### src/rtl/dsp_alu_pkg.sv
package dsp_alu_pkg;
  typedef enum logic [3:0] {
    OP_NOP  = 4'h0, OP_OR   = 4'h1, OP_AND  = 4'h2, OP_XOR  = 4'h3,
    OP_SUB  = 4'h4, OP_ADD  = 4'h5, OP_SBB  = 4'h6, OP_ADC  = 4'h7,
    OP_DEC  = 4'h8, OP_INC  = 4'h9, OP_NOT  = 4'hA, OP_SHR1 = 4'hB,
    OP_SHL1 = 4'hC, OP_SHL2 = 4'hD, OP_SHL4 = 4'hE, OP_SWAP = 4'hF
  } alu_op_e;

  typedef struct packed {
    logic ov1;
    logic s1;
    logic ov0;
    logic c;
    logic z;
    logic s0;
  } alu_flags_t;

  localparam int FLAG_W = $bits(alu_flags_t);
endpackage

### src/rtl/alu_datapath.sv
module alu_datapath
  import dsp_alu_pkg::*;
#(
  parameter int W = 16
) (
  input  alu_op_e        op_i,
  input  logic [W-1:0]   acc_i,
  input  logic [W-1:0]   opnd_i,
  input  logic           cin_i,
  output logic [W-1:0]   res_o,
  output logic           c_o,
  output logic           ov0_o,
  output logic           arith_o
);
  localparam int H = W / 2;

  logic [W-1:0] addend;
  logic         cy;
  logic         is_sub;
  logic [W:0]   sum;

  // every add/sub form is folded onto one adder
  always_comb begin
    addend  = opnd_i;
    cy      = 1'b0;
    is_sub  = 1'b0;
    arith_o = 1'b1;
    unique case (op_i)
      OP_ADD: ;
      OP_SUB: begin addend = ~opnd_i; cy = 1'b1;   is_sub = 1'b1; end
      OP_ADC: cy = cin_i;
      OP_SBB: begin addend = ~opnd_i; cy = ~cin_i; is_sub = 1'b1; end
      OP_INC: addend = W'(1);
      OP_DEC: begin addend = '1; is_sub = 1'b1; end
      default: arith_o = 1'b0;
    endcase
  end

  assign sum = {1'b0, acc_i} + {1'b0, addend} + {{W{1'b0}}, cy};

  always_comb begin
    res_o = sum[W-1:0];
    c_o   = sum[W] ^ is_sub;
    ov0_o = (acc_i[W-1] ^ sum[W-1]) & (addend[W-1] ^ sum[W-1]);
    if (!arith_o) begin
      ov0_o = 1'b0;
      c_o   = 1'b0;
      unique case (op_i)
        OP_OR:   res_o = acc_i | opnd_i;
        OP_AND:  res_o = acc_i & opnd_i;
        OP_XOR:  res_o = acc_i ^ opnd_i;
        OP_NOT:  res_o = ~acc_i;
        OP_SHR1: begin res_o = {acc_i[W-1], acc_i[W-1:1]}; c_o = acc_i[0]; end
        OP_SHL1: begin res_o = {acc_i[W-2:0], 1'b0}; c_o = acc_i[W-1]; end
        OP_SHL2: res_o = {acc_i[W-3:0], 2'b00};
        OP_SHL4: res_o = {acc_i[W-5:0], 4'h0};
        OP_SWAP: res_o = {acc_i[H-1:0], acc_i[W-1:H]};
        default: res_o = acc_i;
      endcase
    end
  end
endmodule

### src/rtl/ovf_track.sv
module ovf_track (
  input  logic arith_i,
  input  logic ov0_i,
  input  logic s0_i,
  input  logic s1_q_i,
  input  logic ov1_q_i,
  output logic s1_d_o,
  output logic ov1_d_o
);
  // decisions use the OV1 held before this operation
  always_comb begin
    if (!arith_i) begin
      s1_d_o  = s1_q_i;
      ov1_d_o = 1'b0;
    end else if (!ov1_q_i) begin
      s1_d_o  = s0_i;
      ov1_d_o = ov0_i;
    end else begin
      s1_d_o  = s1_q_i;
      ov1_d_o = ov0_i ? (s0_i == s1_q_i) : 1'b1;
    end
  end
endmodule

### src/rtl/acc_reg.sv
module acc_reg
  import dsp_alu_pkg::*;
#(
  parameter int W = 16
) (
  input  logic         clk_i,
  input  logic         rst_ni,
  input  logic         acc_we_i,
  input  logic [W-1:0] acc_d_i,
  input  logic         flg_we_i,
  input  alu_flags_t   flg_d_i,
  output logic [W-1:0] acc_q_o,
  output alu_flags_t   flg_q_o
);
  always_ff @(posedge clk_i or negedge rst_ni) begin
    if (!rst_ni) begin
      acc_q_o <= '0;
      flg_q_o <= '0;
    end else begin
      if (acc_we_i) acc_q_o <= acc_d_i;
      if (flg_we_i) flg_q_o <= flg_d_i;
    end
  end
endmodule

### src/rtl/dsp_alu_ovf.sv
module dsp_alu_ovf
  import dsp_alu_pkg::*;
#(
  parameter int W = 16
) (
  input  logic              clk_i,
  input  logic              rst_ni,
  input  logic [3:0]        op_i,
  input  logic              sel_i,
  input  logic [W-1:0]      opnd_i,
  input  logic              ld_i,
  input  logic              ld_sel_i,
  input  logic [W-1:0]      ld_data_i,
  output logic [W-1:0]      acc_a_o,
  output logic [W-1:0]      acc_b_o,
  output logic [FLAG_W-1:0] flg_a_o,
  output logic [FLAG_W-1:0] flg_b_o,
  output logic [W-1:0]      sat_o
);
  localparam int NACC = 2;

  alu_op_e    op;
  logic [W-1:0] acc_q [NACC];
  alu_flags_t   flg_q [NACC];

  logic [W-1:0] res;
  logic         c_new, ov0_new, arith;
  logic         s1_new, ov1_new;
  logic         exec;
  alu_flags_t   flg_new;

  assign op   = alu_op_e'(op_i);
  assign exec = !ld_i && (op != OP_NOP);

  alu_datapath #(.W(W)) u_dp (
    .op_i    (op),
    .acc_i   (acc_q[sel_i]),
    .opnd_i  (opnd_i),
    .cin_i   (flg_q[~sel_i].c),
    .res_o   (res),
    .c_o     (c_new),
    .ov0_o   (ov0_new),
    .arith_o (arith)
  );

  ovf_track u_ovf (
    .arith_i (arith),
    .ov0_i   (ov0_new),
    .s0_i    (res[W-1]),
    .s1_q_i  (flg_q[sel_i].s1),
    .ov1_q_i (flg_q[sel_i].ov1),
    .s1_d_o  (s1_new),
    .ov1_d_o (ov1_new)
  );

  assign flg_new = '{ov1: ov1_new, s1: s1_new, ov0: ov0_new, c: c_new,
                     z: (res == '0), s0: res[W-1]};

  for (genvar i = 0; i < NACC; i++) begin : g_acc
    logic ld_hit, op_hit;
    assign ld_hit = ld_i && (ld_sel_i == 1'(i));
    assign op_hit = exec && (sel_i == 1'(i));
    acc_reg #(.W(W)) u_reg (
      .clk_i    (clk_i),
      .rst_ni   (rst_ni),
      .acc_we_i (ld_hit || op_hit),
      .acc_d_i  (ld_i ? ld_data_i : res),
      .flg_we_i (op_hit),
      .flg_d_i  (flg_new),
      .acc_q_o  (acc_q[i]),
      .flg_q_o  (flg_q[i])
    );
  end

  assign acc_a_o = acc_q[0];
  assign acc_b_o = acc_q[1];
  assign flg_a_o = flg_q[0];
  assign flg_b_o = flg_q[1];
  assign sat_o   = {1'b1, {(W-1){1'b0}}} - {{(W-1){1'b0}}, flg_q[0].s1};

  logic op_arith, op_logic;
  assign op_arith = op inside {OP_ADD, OP_SUB, OP_ADC, OP_SBB, OP_INC, OP_DEC};
  assign op_logic = !op_arith && (op != OP_NOP);

  a_r7_nop_hold: assert property (@(posedge clk_i) disable iff (!rst_ni)
    (!ld_i && op == OP_NOP) |=> $stable(acc_a_o) && $stable(acc_b_o)
                                && $stable(flg_a_o) && $stable(flg_b_o));

  a_r10_load_flags: assert property (@(posedge clk_i) disable iff (!rst_ni)
    ld_i |=> $stable(flg_a_o) && $stable(flg_b_o));

  a_r11_b_untouched: assert property (@(posedge clk_i) disable iff (!rst_ni)
    (!ld_i && !sel_i) |=> $stable(acc_b_o) && $stable(flg_b_o));

  a_r11_a_untouched: assert property (@(posedge clk_i) disable iff (!rst_ni)
    (!ld_i && sel_i) |=> $stable(acc_a_o) && $stable(flg_a_o));

  a_r6_logic_clears: assert property (@(posedge clk_i) disable iff (!rst_ni)
    (!ld_i && !sel_i && op_logic) |=> !flg_a_o[5] && !flg_a_o[3] && $stable(flg_a_o[4]));

  a_r4_s1_hold: assert property (@(posedge clk_i) disable iff (!rst_ni)
    (!ld_i && !sel_i && op_arith && flg_a_o[5]) |=> $stable(flg_a_o[4]));

  a_r5_first_overflow: assert property (@(posedge clk_i) disable iff (!rst_ni)
    (!ld_i && !sel_i && op_arith && !flg_a_o[5]) |=> (flg_a_o[5] == flg_a_o[3]));

  a_r9_sat_positive: assert property (@(posedge clk_i) disable iff (!rst_ni)
    $rose(flg_a_o[4]) |-> !sat_o[W-1]);
endmodule

### config.mk
export PLATFORM = sky130hd
export DESIGN_NAME = dsp_alu_ovf
export DESIGN_NICKNAME = d
export VERILOG_FILES = /design/src/rtl/dsp_alu_pkg.sv /design/src/rtl/alu_datapath.sv /design/src/rtl/ovf_track.sv /design/src/rtl/acc_reg.sv /design/src/rtl/dsp_alu_ovf.sv
export SDC_FILE = /design/constraint.sdc
export NUM_CORES = 1
export LEC_CHECK = 0
export CORE_MARGIN = 10
export CORE_UTILIZATION = 50
export DETAILED_ROUTE_END_ITERATION = 7
export PLACE_DENSITY_LB_ADDON = 0.1
export SYNTH_ARGS = -nofsm -noshare
export SYNTH_HDL_FRONTEND = slang
export SYNTH_SLANG_ARGS = --single-unit
### constraint.sdc
create_clock -name clk_i -period 3.1 [get_ports clk_i]
set_input_delay 0.465 -clock clk_i [delete_from_list [all_inputs] [get_ports clk_i]]
set_output_delay 0.465 -clock clk_i [all_outputs]
set_load 0.01 [all_outputs]
After elaboration in Yosys (flattened, before gate mapping)
Cells that the tools add are included.
{"block": "word_totals", "inputBits": 41, "word_cells": 86, "reg_bits": 44, "out_inout_bits": 60}
{"block": "op_classes", "n_reduce_logical": 13, "bitwise_logic": 14, "add_sub_neg": 3, "order_cmp": 2, "muxes": 24, "eq_ne": 16}
{"op": "$pmux W16 S9", "n": 1}
{"op": "$mux W16", "n": 5}
{"op": "$pmux W16 S3", "n": 1}
{"op": "$eq A4 B4 Y1 const B", "n": 8}
{"op": "$not A16 Y16", "n": 2}
{"op": "$mux W6", "n": 3}
{"op": "$add A16 B16 Y17", "n": 1}
{"op": "$add A17 B1 Y17", "n": 1}
{"op": "$and A16 B16 Y16", "n": 1}
{"op": "$eq A4 B3 Y1 const B", "n": 4}
{"op": "$logic_not A16 Y1", "n": 1}
{"op": "$or A16 B16 Y16", "n": 1}
{"op": "$sub A16 B1 Y16 const A", "n": 1}
{"op": "$xor A16 B16 Y16", "n": 1}
{"op": "$mux W1", "n": 9}
{"op": "$mux W3", "n": 3}
{"op": "$eq A4 B2 Y1 const B", "n": 2}
{"op": "$reduce_or A6 Y1", "n": 1}
{"op": "$logic_and A1 B1 Y1", "n": 5}
{"op": "$eq A4 B1 Y1 const B", "n": 1}
{"op": "$ge A2 B2 Y1 const B", "n": 2}
{"op": "$not A1 Y2", "n": 2}
{"op": "$reduce_bool A4 Y1", "n": 1}
{"op": "$not A1 Y1", "n": 3}
{"op": "9 further kinds", "n": 12}

Logic depth before layout (Yosys ltp)
Gate-level depths: netlist (run 1).
{"block": "depth", "depth_word": 14, "mapped_depth": 19, "mapped_depth_nobuf": 14}

By module
Synthesis (run 1) repeated with hierarchy kept, for this count alone.
{"block": "unflattened", "cells_unflattened": 661, "area_unflattened_um2": 5744.3}
{"mod": "alu_datapath", "seq_area_each_um2": 0.0, "cells_each": 493, "n_inst": 1, "area_per_inst_um2": 3320.7}
{"mod": "acc_reg", "seq_area_each_um2": 550.5, "cells_each": 47, "n_inst": 2, "area_per_inst_um2": 872.1}
{"mod": "dsp_alu_ovf", "seq_area_each_um2": 0.0, "cells_each": 69, "n_inst": 1, "area_per_inst_um2": 638.1}
{"mod": "ovf_track", "seq_area_each_um2": 0.0, "cells_each": 5, "n_inst": 1, "area_per_inst_um2": 41.3}

Worst setup path after synthesis (run 1)
No wires, ideal clock.
{"block": "synth_path", "path_kind": "input-to-reg", "startpoint": "input port op_i[2]", "endpoint": "register g_acc[0].u_reg.flg_q_o[5] (netlist name)", "arrival_ns": 4.227, "cell_stages": 19, "setup_time_ns": 0.121, "path_buffers": 6, "setup_slack_ns": -1.248, "t_required_ns": 2.979, "path_cell_list": "buf_4 -> buf_4 -> buf_2 -> buf_2 -> buf_2 -> buf_1 -> nor2_1 -> a21oi_1 -> nor2_1 -> nor3_1 -> ha_1 -> and2_1 -> a21o_1 -> a31o_2 -> or3_1 -> a41oi_1 -> nor2_1 -> or3b_1 -> a22o_1"}
{"block": "synth_via", "elab_chain_len": 11, "word_cells_on_any_way": 35, "classes_between": "add/sub (2); eq/ne (16); mux (9); bitwise (3); reduce/logical (5)"}
{"element": "start: declaration", "line": "dsp_alu_ovf.sv:8", "source": "input logic [3:0] op_i,"}
{"element": "$eq A4 B3 Y1", "line": "alu_datapath.sv:28", "source": "unique case (op_i)"}
{"element": "$reduce_or A2 Y1 (no line)"}
{"element": "$pmux W16 S3", "line": "alu_datapath.sv:28"}
{"element": "$add A16 B16 Y17", "line": "alu_datapath.sv:39", "source": "assign sum = {1'b0, acc_i} + {1'b0, addend} + {{W{1'b0}}, cy};"}
{"element": "$add A17 B1 Y17", "line": "alu_datapath.sv:39"}
{"element": "$xor A1 B1 Y1", "line": "alu_datapath.sv:44", "source": "ov0_o = (acc_i[W-1] ^ sum[W-1]) & (addend[W-1] ^ sum[W-1]);"}
{"element": "$and A1 B1 Y1", "line": "alu_datapath.sv:44"}
{"element": "$mux W1", "line": "alu_datapath.sv:45", "source": "if (!arith_o) begin"}
{"element": "$mux W1", "line": "ovf_track.sv:20", "source": "ov1_d_o = ov0_i ? (s0_i == s1_q_i) : 1'b1;"}
{"element": "$mux W1", "line": "ovf_track.sv:15", "source": "end else if (!ov1_q_i) begin"}
{"element": "$mux W1", "line": "ovf_track.sv:12", "source": "if (!arith_i) begin"}
{"element": "end signal: assignment", "line": "acc_reg.sv:21", "source": "if (flg_we_i) flg_q_o <= flg_d_i;"}
{"element": "end: declaration", "line": "acc_reg.sv:13", "source": "output alu_flags_t flg_q_o"}
Several ways; a longest one is shown, not always the timed one.
A chain may end at the register's enable or synchronous reset.

Worst setup path in the final report (run 1)
{"block": "layout_path", "startpoint": "register g_acc[1].u_reg.flg_q_o[2] (netlist name)", "endpoint": "register g_acc[0].u_reg.flg_q_o[1] (netlist name)"}
{"block": "layout_via", "elab_chain_len": 8}
{"element": "start: declaration", "line": "acc_reg.sv:13"}
{"element": "start signal: assignment", "line": "acc_reg.sv:21"}
{"element": "$mux W3 (not written as such) * (3 in a row)", "line": "dsp_alu_ovf.sv:39", "source": ".cin_i (flg_q[~sel_i].c),"}
{"element": "$not A1 Y1", "line": "alu_datapath.sv:32", "source": "OP_SBB: begin addend = ~opnd_i; cy = ~cin_i; is_sub = 1'b1; end"}
{"element": "$pmux W1 S3 *", "line": "alu_datapath.sv:28"}
{"element": "$add A17 B1 Y17 *", "line": "alu_datapath.sv:39"}
{"element": "$mux W16 *", "line": "alu_datapath.sv:45"}
{"element": "$logic_not A16 Y1 *", "line": "dsp_alu_ovf.sv:57", "source": "z: (res == '0), s0: res[W-1]};"}
Mark *: on every way between the ends. The rest lies on a longest branch, timed or not. The select of a mux whose other input is x is not followed.

==> results.sh, run 1 <==
export IMPL_clockRootBuffer="clkbuf_16"
export IMPL_routed_wl_um=29900
export IMPL_syn_num_nets=842
export IMPL_synth_cells=752
export IMPL_antenna_found_initial=0
export IMPL_htree_num_levels=2
export IMPL_place_congestion=1.09
export IMPL_vias_per_cell=6.66
export IMPL_violations="setup timing"
export IMPL_num_rows=39
export IMPL_grt_overflow_total=0
export IMPL_crit_fanout=3
export IMPL_insertedDiodeCount=0
export IMPL_start_util_pct=50.8
export IMPL_synth_ff_latch_count=44
export IMPL_first_global_vias=7715
export IMPL_antenna_left=0
export IMPL_final_hold_violation_count=0
export IMPL_tritoncts="done"
export IMPL_ff2ff_path_depth=14
export IMPL_worst_path_largest_cell_delay_ns=0.40
export IMPL_grt_first_pass_wirelength_um=42300
export IMPL_cp_top_family="compound AO/OA/AOI/OAI gates"
export IMPL_cts_buffers=5
export IMPL_worstMarginPinSlew_ns=1.01
export IMPL_arrival_ns=3.89
export IMPL_finalSetupTns_ns=-9.64
export IMPL_drv_slew=0
export IMPL_setup_viol=32
export IMPL_dr_pass1_iters=7
export IMPL_cts_sinks=44
export IMPL_die_w_um=127
export IMPL_layout_commonest_cell="buf_4"
export IMPL_synth_async_reset_ratio_pct=100
export IMPL_post_place_ws_ns=-1.03
export IMPL_coreArea_um2=11300
export IMPL_drt_iter0_drc=1138
export IMPL_dp_cells=1146
export IMPL_place_hpwl_um=20000
export IMPL_syn_to_final_growth_pct=62.3
export IMPL_wl_per_cell_um=25.5
export IMPL_r2r_slack_ns=-0.59
export IMPL_ios=101
export IMPL_grt_use_total_pct=32.3
export IMPL_synth_edff_count=0
export IMPL_cp_required_ns=3.30
export IMPL_relSlewSlack_pct=32.5
export IMPL_path_cells="mux2_4, a21oi_2, o21ai_2, fa_2, fa_2, nor2b_4, o21a_1, buf_4, o21ai_2, a211oi_2, nand3_1, a2111oi_4, nand4_1, o41ai_2"
export IMPL_worst_path_max_delay_cell="dfrtp_1"
export IMPL_dieArea_um2=16200
export IMPL_r2r_start="g_acc[1].u_reg.flg_q_o[2]"
export IMPL_fin_crit_ns=3.69
export IMPL_clkTransAtPathRegs_ns=0.07
export IMPL_num_vias=7829
export IMPL_skew_ns=0.0103
export IMPL_layout_common_cells="buf_4 (207), clkdlybuf4s50_1 (88), nor2_1 (85)"
export IMPL_power_density_nw_per_um2=609
export IMPL_ys_warn_count=0
export IMPL_setup_worst_path_start="g_acc[1].u_reg.flg_q_o[2]"
export IMPL_syn_cell_area_um2=5750
export IMPL_nets=1123
export IMPL_die_h_um=127
export IMPL_leakagePower_nw=4.22
export IMPL_fin_hold_ws_ns=0.331
export IMPL_reg2reg_to="g_acc[0].u_reg.flg_q_o[1]"
export IMPL_fillers=656
export IMPL_worst_slack_ns=-0.592
export IMPL_worst_setup_path_start_kind="flip-flop"
export IMPL_max_freq_ghz=0.271
export IMPL_utilization_pct=82.5
export IMPL_ir_drop_mv=0.630
export IMPL_drive_above_1_share_pct=37.7
export IMPL_hold_path_class="in2async"
export IMPL_grt_max_degree=52
export IMPL_clock_latency_ns=0.30
export IMPL_yosysSeqAreaShare_pct=19.1
export IMPL_status="complete, but fails checks"
export IMPL_ys_dominant_reg_cell="dfrtp_1"
export IMPL_hold_buffers=0
export IMPL_synth_avg_cell_area_um2=7.65
export IMPL_finalCritPeriodShare_pct=119
export IMPL_placed_area_um2=8310
export IMPL_max_cap_viol_count=0
export IMPL_stdcell_area_um2=9340
export IMPL_drc_errors=0
export IMPL_cts_buffer_depth=2
export IMPL_timing_critical_path_to_type="flip-flop"
export IMPL_rsz0062_at_grt="true"
export IMPL_final_cells=1176
export IMPL_ys_types=75
export IMPL_power_mw=5.68
export IMPL_worst_path_buf_inv=1
export IMPL_portBuffers=100
export IMPL_path_class="reg2reg"
==> synthesized netlist by cell type (6+ instances only) <==
cell | instances | area, µm²
mux2i_1 | 13 | 130
o22ai_1 | 24 | 150
mux2i_2 | 7 | 96.3
and3_1 | 7 | 43.8
mux2_2 | 21 | 236
a21o_1 | 7 | 52.6
a211oi_1 | 15 | 113
buf_2 | 13 | 65.1
a31oi_1 | 11 | 68.8
nand4_1 | 8 | 50.1
o211ai_1 | 9 | 67.6
clkbuf_1 | 26 | 97.6
xnor2_1 | 6 | 52.6
or3_1 | 10 | 62.6
buf_4 | 19 | 143
mux2i_4 | 7 | 158
nand3_1 | 10 | 50.1
o31ai_1 | 8 | 60.1
nand2_1 | 61 | 229
nor2_1 | 92 | 345
nor3_1 | 24 | 120
nor2b_1 | 9 | 56.3
nand2b_1 | 7 | 43.8
inv_1 | 41 | 154
dfrtp_1 | 44 | 1100
nor3b_1 | 7 | 52.6
a21oi_1 | 59 | 295
ha_1 | 47 | 588
o21ai_0 | 41 | 205
==> metal layers <==
| layer | track usage (%) | wire, µm |
|---|---|---|
| met1 | 37.2 | 10400 |
| met2 | 52.7 | 13600 |
| met3 | 7.73 | 3300 |
| met4 | 20.4 | 2640 |
| met5 | 0 | 0 |
==> worst max path at each step <==
stage | to | slack (ns) | depth (start not counted)
after floorplan | g_acc[0].u_reg.flg_q_o[5] | -0.69 | 17
after global placement | g_acc[0].u_reg.flg_q_o[1] | -0.90 | 14
after detailed placement | g_acc[1].u_reg.flg_q_o[1] | -1.03 | 13
after CTS | g_acc[1].u_reg.flg_q_o[1] | -0.43 | 15
after global routing | g_acc[0].u_reg.flg_q_o[1] | -0.70 | 14
final | g_acc[0].u_reg.flg_q_o[1] | -0.59 | 14
==> flip-flops by register name, indices dropped and copies added (netlist names) <==
register	cells
g_acc.u_reg.acc_q_o	32
g_acc.u_reg.flg_q_o	12
==> cell type report <==
class	count	area, µm²	share of cell area [%]
multi-input combinational	600	4750	50.9
timing repair buffer	339	3000	32.1
sequential	44	1100	11.8
tap	143	179	1.92
inverter	43	166	1.78
clock buffer	5	125	1.34
clock inverter	2	12.5	0.134
==> kinds of logic (layout without fill, tap and decap cells) <==
family                   Yosys count  count (layout)  share of synthesized area [%]
AO/OA/AOI/OAI                    230             230                           26.1
AND/OR/NAND/NOR                  265             265                           22.9
buffers and inverters            108             389                           8.98
flip-flops                        44              44                           19.1
adder cells (fa/ha/maj)           49              49                           10.9
XOR/XNOR                           8               8                           1.22
multiplexers                      48              48                           10.8
==> where the power goes <==
group          internal [mW]  switching (mW)  leakage, nW
Combinational           2.10            2.14         3.62
Sequential             0.722           0.186        0.534
Clock                  0.293           0.238       0.0657
Total                   3.12            2.57         4.22
==> what timing repair did <==
item,in CTS,in global routing
resized for setup,104,64
endpoints found under the setup margin,43,42
cloned,3,0
pin swaps,48,44
buffers inserted,17,9
No activity file was read; power rests on OpenSTA's default activity.
==> run 2: changes to the inputs <==
--- a/config.mk
+++ b/config.mk
@@ -9,6 +9,7 @@
 export CORE_UTILIZATION = 50
 export DETAILED_ROUTE_END_ITERATION = 7
 export PLACE_DENSITY_LB_ADDON = 0.1
+export SKIP_LAST_GASP = 1
 export SYNTH_ARGS = -nofsm -noshare
 export SYNTH_HDL_FRONTEND = slang
 export SYNTH_SLANG_ARGS = --single-unit
==> run 2 against run 1 <==
- critical path type is now in2reg
- cell count rose by 0.26%
- the run still ends with setup timing left
- largest cell class unchanged
- sequential share of layout area fell by 0.068 points
- die area did not move
==> results.sh, run 2 (synthesis results as in run 1) <==
export IMPL_power_mw=5.82
export IMPL_num_vias=8134
export IMPL_r2r_start="g_acc[1].u_reg.flg_q_o[2]"
export IMPL_clockRootBuffer="clkbuf_16"
export IMPL_stdcell_area_um2=9390
export IMPL_coreArea_um2=11300
export IMPL_vias_per_cell=6.90
export IMPL_finalCritPeriodShare_pct=133
export IMPL_max_cap_viol_count=0
export IMPL_cts_buffers=5
export IMPL_drc_errors=0
export IMPL_largest_reg_flops=32
export IMPL_drive_above_1_share_pct=38.2
export IMPL_first_global_vias=7677
export IMPL_fin_hold_ws_ns=0.338
export IMPL_place_hpwl_um=20000
export IMPL_path_class="in2reg"
export IMPL_post_place_ws_ns=-1.03
export IMPL_grt_overflow_total=0
export IMPL_status="complete, but fails checks"
export IMPL_insertedDiodeCount=0
export IMPL_path_cells="buf_6, or3b_4, buf_12, buf_4, a21oi_1, nor3_1, buf_4, ha_1, nand4_1, a211oi_4, buf_4, o21ai_4, a41oi_4, buf_6, nor2_2, or3b_4, a22o_1"
export IMPL_setup_worst_path_start="op_i[1]"
export IMPL_cp_required_ns=3.28
export IMPL_dp_cells=1146
export IMPL_crit_fanout=6
export IMPL_start_util_pct=50.8
export IMPL_die_h_um=127
export IMPL_worst_path_max_delay_cell="a211oi_4"
export IMPL_fin_crit_ns=4.11
export IMPL_setup_viol=38
export IMPL_worst_path_buf_inv=6
export IMPL_cp_top_family="simple AND/OR/NAND/NOR gates"
export IMPL_r2r_slack_ns=-0.60
export IMPL_final_cells=1179
export IMPL_violations="setup timing"
export IMPL_layout_common_cells="buf_4 (215), clkdlybuf4s50_1 (88), nor2_1 (86)"
export IMPL_utilization_pct=82.9
export IMPL_ios=101
export IMPL_dieArea_um2=16200
export IMPL_worstMarginPinSlew_ns=1.02
export IMPL_placed_area_um2=8310
export IMPL_timing_critical_path_to_type="flip-flop"
export IMPL_rsz0062_at_grt="true"
export IMPL_syn_to_final_growth_pct=63.2
export IMPL_cts_sinks=44
export IMPL_worst_path_largest_cell_delay_ns=0.55
export IMPL_num_rows=39
export IMPL_worst_setup_path_start_kind="primary input"
export IMPL_dr_pass1_iters=7
export IMPL_final_hold_violation_count=0
export IMPL_arrival_ns=4.29
export IMPL_layout_commonest_cell="buf_4"
export IMPL_regMostFlops="g_acc.u_reg.acc_q_o"
export IMPL_grt_first_pass_wirelength_um=41900
export IMPL_cts_buffer_depth=2
export IMPL_htree_num_levels=2
export IMPL_leakagePower_nw=4.24
export IMPL_antenna_found_initial=0
export IMPL_die_w_um=127
export IMPL_tritoncts="done"
export IMPL_cp_common_cell="buf_4"
export IMPL_ir_drop_mv=0.675
export IMPL_grt_use_total_pct=32.0
export IMPL_relSlewSlack_pct=32.2
export IMPL_hold_path_class="in2async"
export IMPL_portBuffers=100
export IMPL_clock_latency_ns=0.30
export IMPL_place_congestion=1.09
export IMPL_skew_ns=0.00872
export IMPL_clkTransAtPathRegs_ns=0.07
export IMPL_grt_max_degree=52
export IMPL_largestRegisters="g_acc.u_reg.acc_q_o: 32 flops, g_acc.u_reg.flg_q_o: 12 flops"
export IMPL_worst_slack_ns=-1.01
export IMPL_routed_wl_um=31800
export IMPL_wl_per_cell_um=27.0
export IMPL_power_density_nw_per_um2=620
export IMPL_drv_slew=0
export IMPL_finalSetupTns_ns=-17.01
export IMPL_antenna_left=0
export IMPL_nets=1126
export IMPL_max_freq_ghz=0.243
export IMPL_drt_iter0_drc=1307
run 2: changes by cell type in the layout (fill, tap and decap cells not counted), moves of 3 or more:
| cell | before | now |
|---|---|---|
| buf_4 | 207 | 215 |
| buf_6 | 24 | 20 |
| nor3_1 | 16 | 13 |
| nor3_2 | 7 | 10 |
run 2: final cells by class:
cell class | count | area (µm²)
flip-flops and latches | 44 | 1100
repair buffers | 342 | 3000
multi-input cells | 600 | 4800
clock buffers | 5 | 125
clock inverters | 2 | 12.5
well taps | 143 | 179
fillers | 624 | 1930
inverters | 43 | 166
run 2: worst reg2reg max path, delay by kind of cell (launching register included):
family | cells | cell delay [ns]
AOI/OAI and AO/OA | 7 | 1.39
adders and majority gates | 2 | 0.79
buffers and inverters | 1 | 0.13
DFF | 1 | 0.40
muxes | 1 | 0.30
and+or+nand+nor | 3 | 0.58
run 2: power breakdown:
group | switching, mW | leakage (nW) | internal [mW]
clock | 0.231 | 0.0657 | 0.293
combinational | 2.26 | 3.64 | 2.12
sequential | 0.184 | 0.534 | 0.722
total | 2.68 | 4.24 | 3.14
run 2: what timing repair did:
| action | in CTS | in global routing |
|---|---|---|
| hold buffers | 0 | 0 |
| gates cloned | 3 | 0 |
| endpoints found under the setup margin | 43 | 42 |
| pin swaps | 48 | 44 |
| setup buffers | 17 | 9 |
| gates resized for setup | 94 | 76 |
run 2: worst paths after layout:
kind | endpoint | depth (start not counted)
min in group clk_i | g_acc[0].u_reg.flg_q_o[0] | 2
hold / removal | g_acc[1].u_reg.flg_q_o[2] | 1
setup / recovery | g_acc[0].u_reg.flg_q_o[5] | 17
hold reg to reg | g_acc[0].u_reg.flg_q_o[0] | 2
setup reg to reg | g_acc[0].u_reg.flg_q_o[1] | 14
max in group asynchronous | g_acc[0].u_reg.acc_q_o[4] | 1
run 2: per-layer routing:
layer,vias to the layer above,GRT usage (%),part of all wire (%)
met5,-,0,0
met4,0,21.5,8.6
met3,271,7.82,12
met2,771,52.1,45
met1,3783,36.5,34
li1,3309,-,-
==> run 3: changes to the inputs <==
--- a/config.mk
+++ b/config.mk
@@ -5,9 +5,12 @@
 export SDC_FILE = /design/constraint.sdc
 export NUM_CORES = 1
 export LEC_CHECK = 0
+export ABC_AREA = 1
+export CORE_ASPECT_RATIO = 1.4
 export CORE_MARGIN = 10
-export CORE_UTILIZATION = 50
+export CORE_UTILIZATION = 54
 export DETAILED_ROUTE_END_ITERATION = 7
+export DONT_BUFFER_PORTS = 1
 export PLACE_DENSITY_LB_ADDON = 0.1
 export SKIP_LAST_GASP = 1
 export SYNTH_ARGS = -nofsm -noshare
==> run 3 against run 2 <==
- the flow now finishes without violations
- cell count is 4.3% lower
- sequential share of layout area increased by 6.6 points
- global-route usage is 7.6 points lower
- hold slack worse by 0.33 ns
- first-iteration DRC count down 69%
- register-to-register slack improved by 0.91 ns
- critical path type is now reg2reg
==> results.sh, run 3 <==
export IMPL_cp_required_ns=3.33
export IMPL_clockRootBuffer="clkbuf_16"
export IMPL_num_rows=44
export IMPL_ios=101
export IMPL_synth_simple_area_share_pct=43.1
export IMPL_setup_viol=0
export IMPL_antenna_left=0
export IMPL_vias_per_cell=5.43
export IMPL_start_util_pct=54.7
export IMPL_place_hpwl_um=14900
export IMPL_cp_depth=19
export IMPL_r2r_start="g_acc[1].u_reg.flg_q_o[2]"
export IMPL_finalCritPeriodShare_pct=90.1
export IMPL_synth_async_reset_ratio_pct=100
export IMPL_drive_above_1_share_pct=10.6
export IMPL_relSlewSlack_pct=43.7
export IMPL_clkTransAtPathRegs_ns=0.06
export IMPL_fin_crit_ns=2.79
export IMPL_clkPwrFrac_pct=18.4
export IMPL_synth_compound_area_share_pct=11.6
export IMPL_drv_slew=0
export IMPL_insertedDiodeCount=0
export IMPL_synth_top_cell_by_area="nand2_1"
export IMPL_yosys_area_top_type_share_pct=25.5
export IMPL_dieArea_um2=15000
export IMPL_synth_ff_latch_count=44
export IMPL_power_frac_seq_pct=30.9
export IMPL_synth_common_cells="nand2_1 (383), inv_1 (115), nand3_1 (89)"
export IMPL_drt_iter0_drc=405
export IMPL_cts_buffer_depth=2
export IMPL_syn_num_nets=1069
export IMPL_setup_worst_path_start="g_acc[1].u_reg.flg_q_o[2]"
export IMPL_synth_cells=979
export IMPL_cts_buffers=5
export IMPL_synth_edff_count=0
export IMPL_tritoncts="done"
export IMPL_routed_wl_um=18400
export IMPL_ys_warn_count=0
export IMPL_wl_per_cell_um=16.3
export IMPL_ff_latch_area_um2=1100
export IMPL_leakagePower_nw=3.38
export IMPL_utilization_pct=58.5
export IMPL_p_sw_mw=1.35
export IMPL_largest_reg_flops=32
export IMPL_htree_num_levels=2
export IMPL_sw_frac_of_total_pct=46.9
export IMPL_syn_cell_area_um2=5630
export IMPL_synth_most_common_cell="nand2_1"
export IMPL_num_vias=6126
export IMPL_nets=1079
export IMPL_fillers=1131
export IMPL_grt_use_total_pct=24.4
export IMPL_largestRegisters="g_acc.u_reg.acc_q_o: 32 flops, g_acc.u_reg.flg_q_o: 12 flops"
export IMPL_multiInputGateArea_um2=3770
export IMPL_cp_top_family="simple AND/OR/NAND/NOR gates"
export IMPL_path_class="reg2reg"
export IMPL_die_h_um=141
export IMPL_ys_dominant_reg_cell="dfrtp_1"
export IMPL_coreArea_um2=10300
export IMPL_layout_common_cells="nand2_1 (383), inv_1 (115), nand3_1 (89)"
export IMPL_crit_fanout=4
export IMPL_antenna_found_initial=0
export IMPL_max_cap_viol_count=0
export IMPL_cts_sinks=44
export IMPL_first_global_vias=5735
export IMPL_synth_top_family_by_area="simple AND/OR/NAND/NOR gates"
export IMPL_drc_errors=0
export IMPL_grt_max_degree=45
export IMPL_cp_common_cell="nand3_1"
export IMPL_grt_overflow_total=0
export IMPL_clock_latency_ns=0.29
export IMPL_reg2reg_to="g_acc[1].u_reg.flg_q_o[1]"
export IMPL_post_cts_buffers=0
export IMPL_worst_setup_path_start_kind="flip-flop"
export IMPL_p_int_mw=1.54
export IMPL_grt_first_pass_wirelength_um=29700
export IMPL_portBuffers=0
export IMPL_finalSetupTns_ns=0
export IMPL_layout_commonest_cell="nand2_1"
export IMPL_r2r_slack_ns=0.31
export IMPL_synth_area_top_cells="nand2_1 (26%), dfrtp_1 (20%), ha_1 (10%)"
export IMPL_power_density_nw_per_um2=480
export IMPL_ys_types=28
export IMPL_synth_avg_cell_area_um2=5.75
export IMPL_crit_end="g_acc[1].u_reg.flg_q_o[1]"
export IMPL_status="finished clean"
export IMPL_ir_drop_mv=0.653
export IMPL_synth_xor_area_share_pct=0.467
export IMPL_syn_to_final_growth_pct=7.05
export IMPL_yosysSeqAreaShare_pct=19.6
export IMPL_die_w_um=106
export IMPL_timing_critical_path_to_type="flip-flop"
export IMPL_hold_path_class="in2async"
export IMPL_worst_path_max_delay_cell="dfrtp_2"
export IMPL_regMostFlops="g_acc.u_reg.acc_q_o"
export IMPL_dr_pass1_iters=5
export IMPL_power_frac_comb_pct=50.6
export IMPL_worst_path_buf_inv=1
export IMPL_max_freq_ghz=0.358
export IMPL_rsz0062_at_grt="false"
export IMPL_arrival_ns=3.02
export IMPL_ff2ff_path_depth=19
export IMPL_synthMuxAreaShare_pct=0.534
export IMPL_worst_path_largest_cell_delay_ns=0.44
export IMPL_place_congestion=0.995
export IMPL_skew_ns=0.00740
export IMPL_path_cells="o21ai_1, nor2_1, nand2_1, nand4_1, fa_2, fa_1, inv_1, nand3_1, nand3_1, nand3_1, nand3_1, nand2_1, nand3_1, nand2_1, nor2_1, nand2_1, nor2_2, nand3_1, nand2_1"
export IMPL_final_hold_violation_count=0
export IMPL_worstMarginPinSlew_ns=0.844
export IMPL_synth_fa_ha_area_share_pct=11.2
[run 3: cell count changes in the layout (fill, tap and decap cells not counted), moves of 12 or more]
| cell | delta |
|---|---|
| o22ai_1 | -24 |
| nor3_1 | -13 |
| nand2_1 | +324 |
| nand2_2 | +12 |
| a21oi_1 | -13 |
| o21ai_0 | +54 |
| a21oi_2 | -14 |
| inv_1 | +78 |
| nand3_1 | +81 |
| clkdlybuf4s50_1 | -88 |
| nor2_1 | -23 |
| buf_6 | -20 |
| buf_4 | -170 |
[run 3: how the worst min path moves through the flow]
stage	start	end	slack [ns]	cells past startpoint
CTS	rst_ni	g_acc[1].u_reg.flg_q_o[2]	0.03	1
global route	rst_ni	g_acc[1].u_reg.flg_q_o[2]	0.03	1
finish	rst_ni	g_acc[0].u_reg.flg_q_o[2]	0.01	1
floorplan	rst_ni	g_acc[0].u_reg.acc_q_o[0]	0.17	0
detailed placement	rst_ni	g_acc[1].u_reg.flg_q_o[2]	0.17	0
global placement	rst_ni	g_acc[1].u_reg.flg_q_o[5]	0.17	0
[run 3: power by group through the flow]
stage | logic, mW | clock network (mW) | registers (mW)
floorplan | 1.08 | 0 | 0.829
CTS | 1.45 | 0.536 | 0.899
global placement | 1.41 | 0 | 0.908
detailed placement | 1.42 | 0 | 0.909
global route | 1.66 | 0.565 | 0.921
finish | 1.46 | 0.532 | 0.894
[run 3: layout make-up]
cell class	instances	area share [%]
multi-input combinational	766	62.5
clock buffer	6	2.31
clock inverter	2	0.166
sequential	44	18.3
inverter	126	7.85
tap	138	2.87
timing repair buffer	46	5.94
[run 3: worst register-to-register path, cell delays in order (launching register included)]
cell	delay, ns
dfrtp_2	0.44
o21ai_1	0.15
nor2_1	0.06
nand2_1	0.05
nand4_1	0.11
fa_2	0.38
fa_1	0.42
inv_1	0.10
nand3_1	0.07
nand3_1	0.13
nand3_1	0.11
nand3_1	0.09
nand2_1	0.05
nand3_1	0.08
nand2_1	0.06
nor2_1	0.10
nand2_1	0.07
nor2_2	0.12
nand3_1	0.09
nand2_1	0.07
[run 3: timing repair]
item | in CTS | in global routing
gates resized for setup | 0 | 5
setup endpoints to repair | 0 | 3
hold buffers | 1 | 0
hold endpoints to repair | 44 | 0
[run 3: cell families (layout without fill, tap and decap cells)]
| group | Yosys count | after routing |
|---|---|---|
| mux | 3 | 3 |
| simple gates | 583 | 583 |
| fa+ha+maj | 49 | 49 |
| compound gates | 128 | 128 |
| flops | 44 | 44 |
| xor+xnor | 3 | 3 |
| buf+inv | 169 | 180 |
[run 3: per-stage QoR]
stage                     instance area, µm²  worst slack (ns)  power, mW  hold slack, ns  instances
after global routing                    6020            0.0133       3.14          0.0251       1128
after detailed placement                5850            0.0644       2.33           0.170       1119
after global placement                  5850             0.113       2.32           0.171       1119
after CTS                               6020             0.179       2.88          0.0262       1128
final                                   6020             0.307       2.89          0.0122       1128
after floorplan                         5630             0.119       1.91           0.169        979
[run 3: per-layer routing]
metal,wire [µm],track usage [%],vias to the layer above
met3,1460,5.29,53
met2,8650,40.8,228
met4,861,11.9,0
met5,0,0,-
li1,-,-,3082
met1,7460,28.9,2763
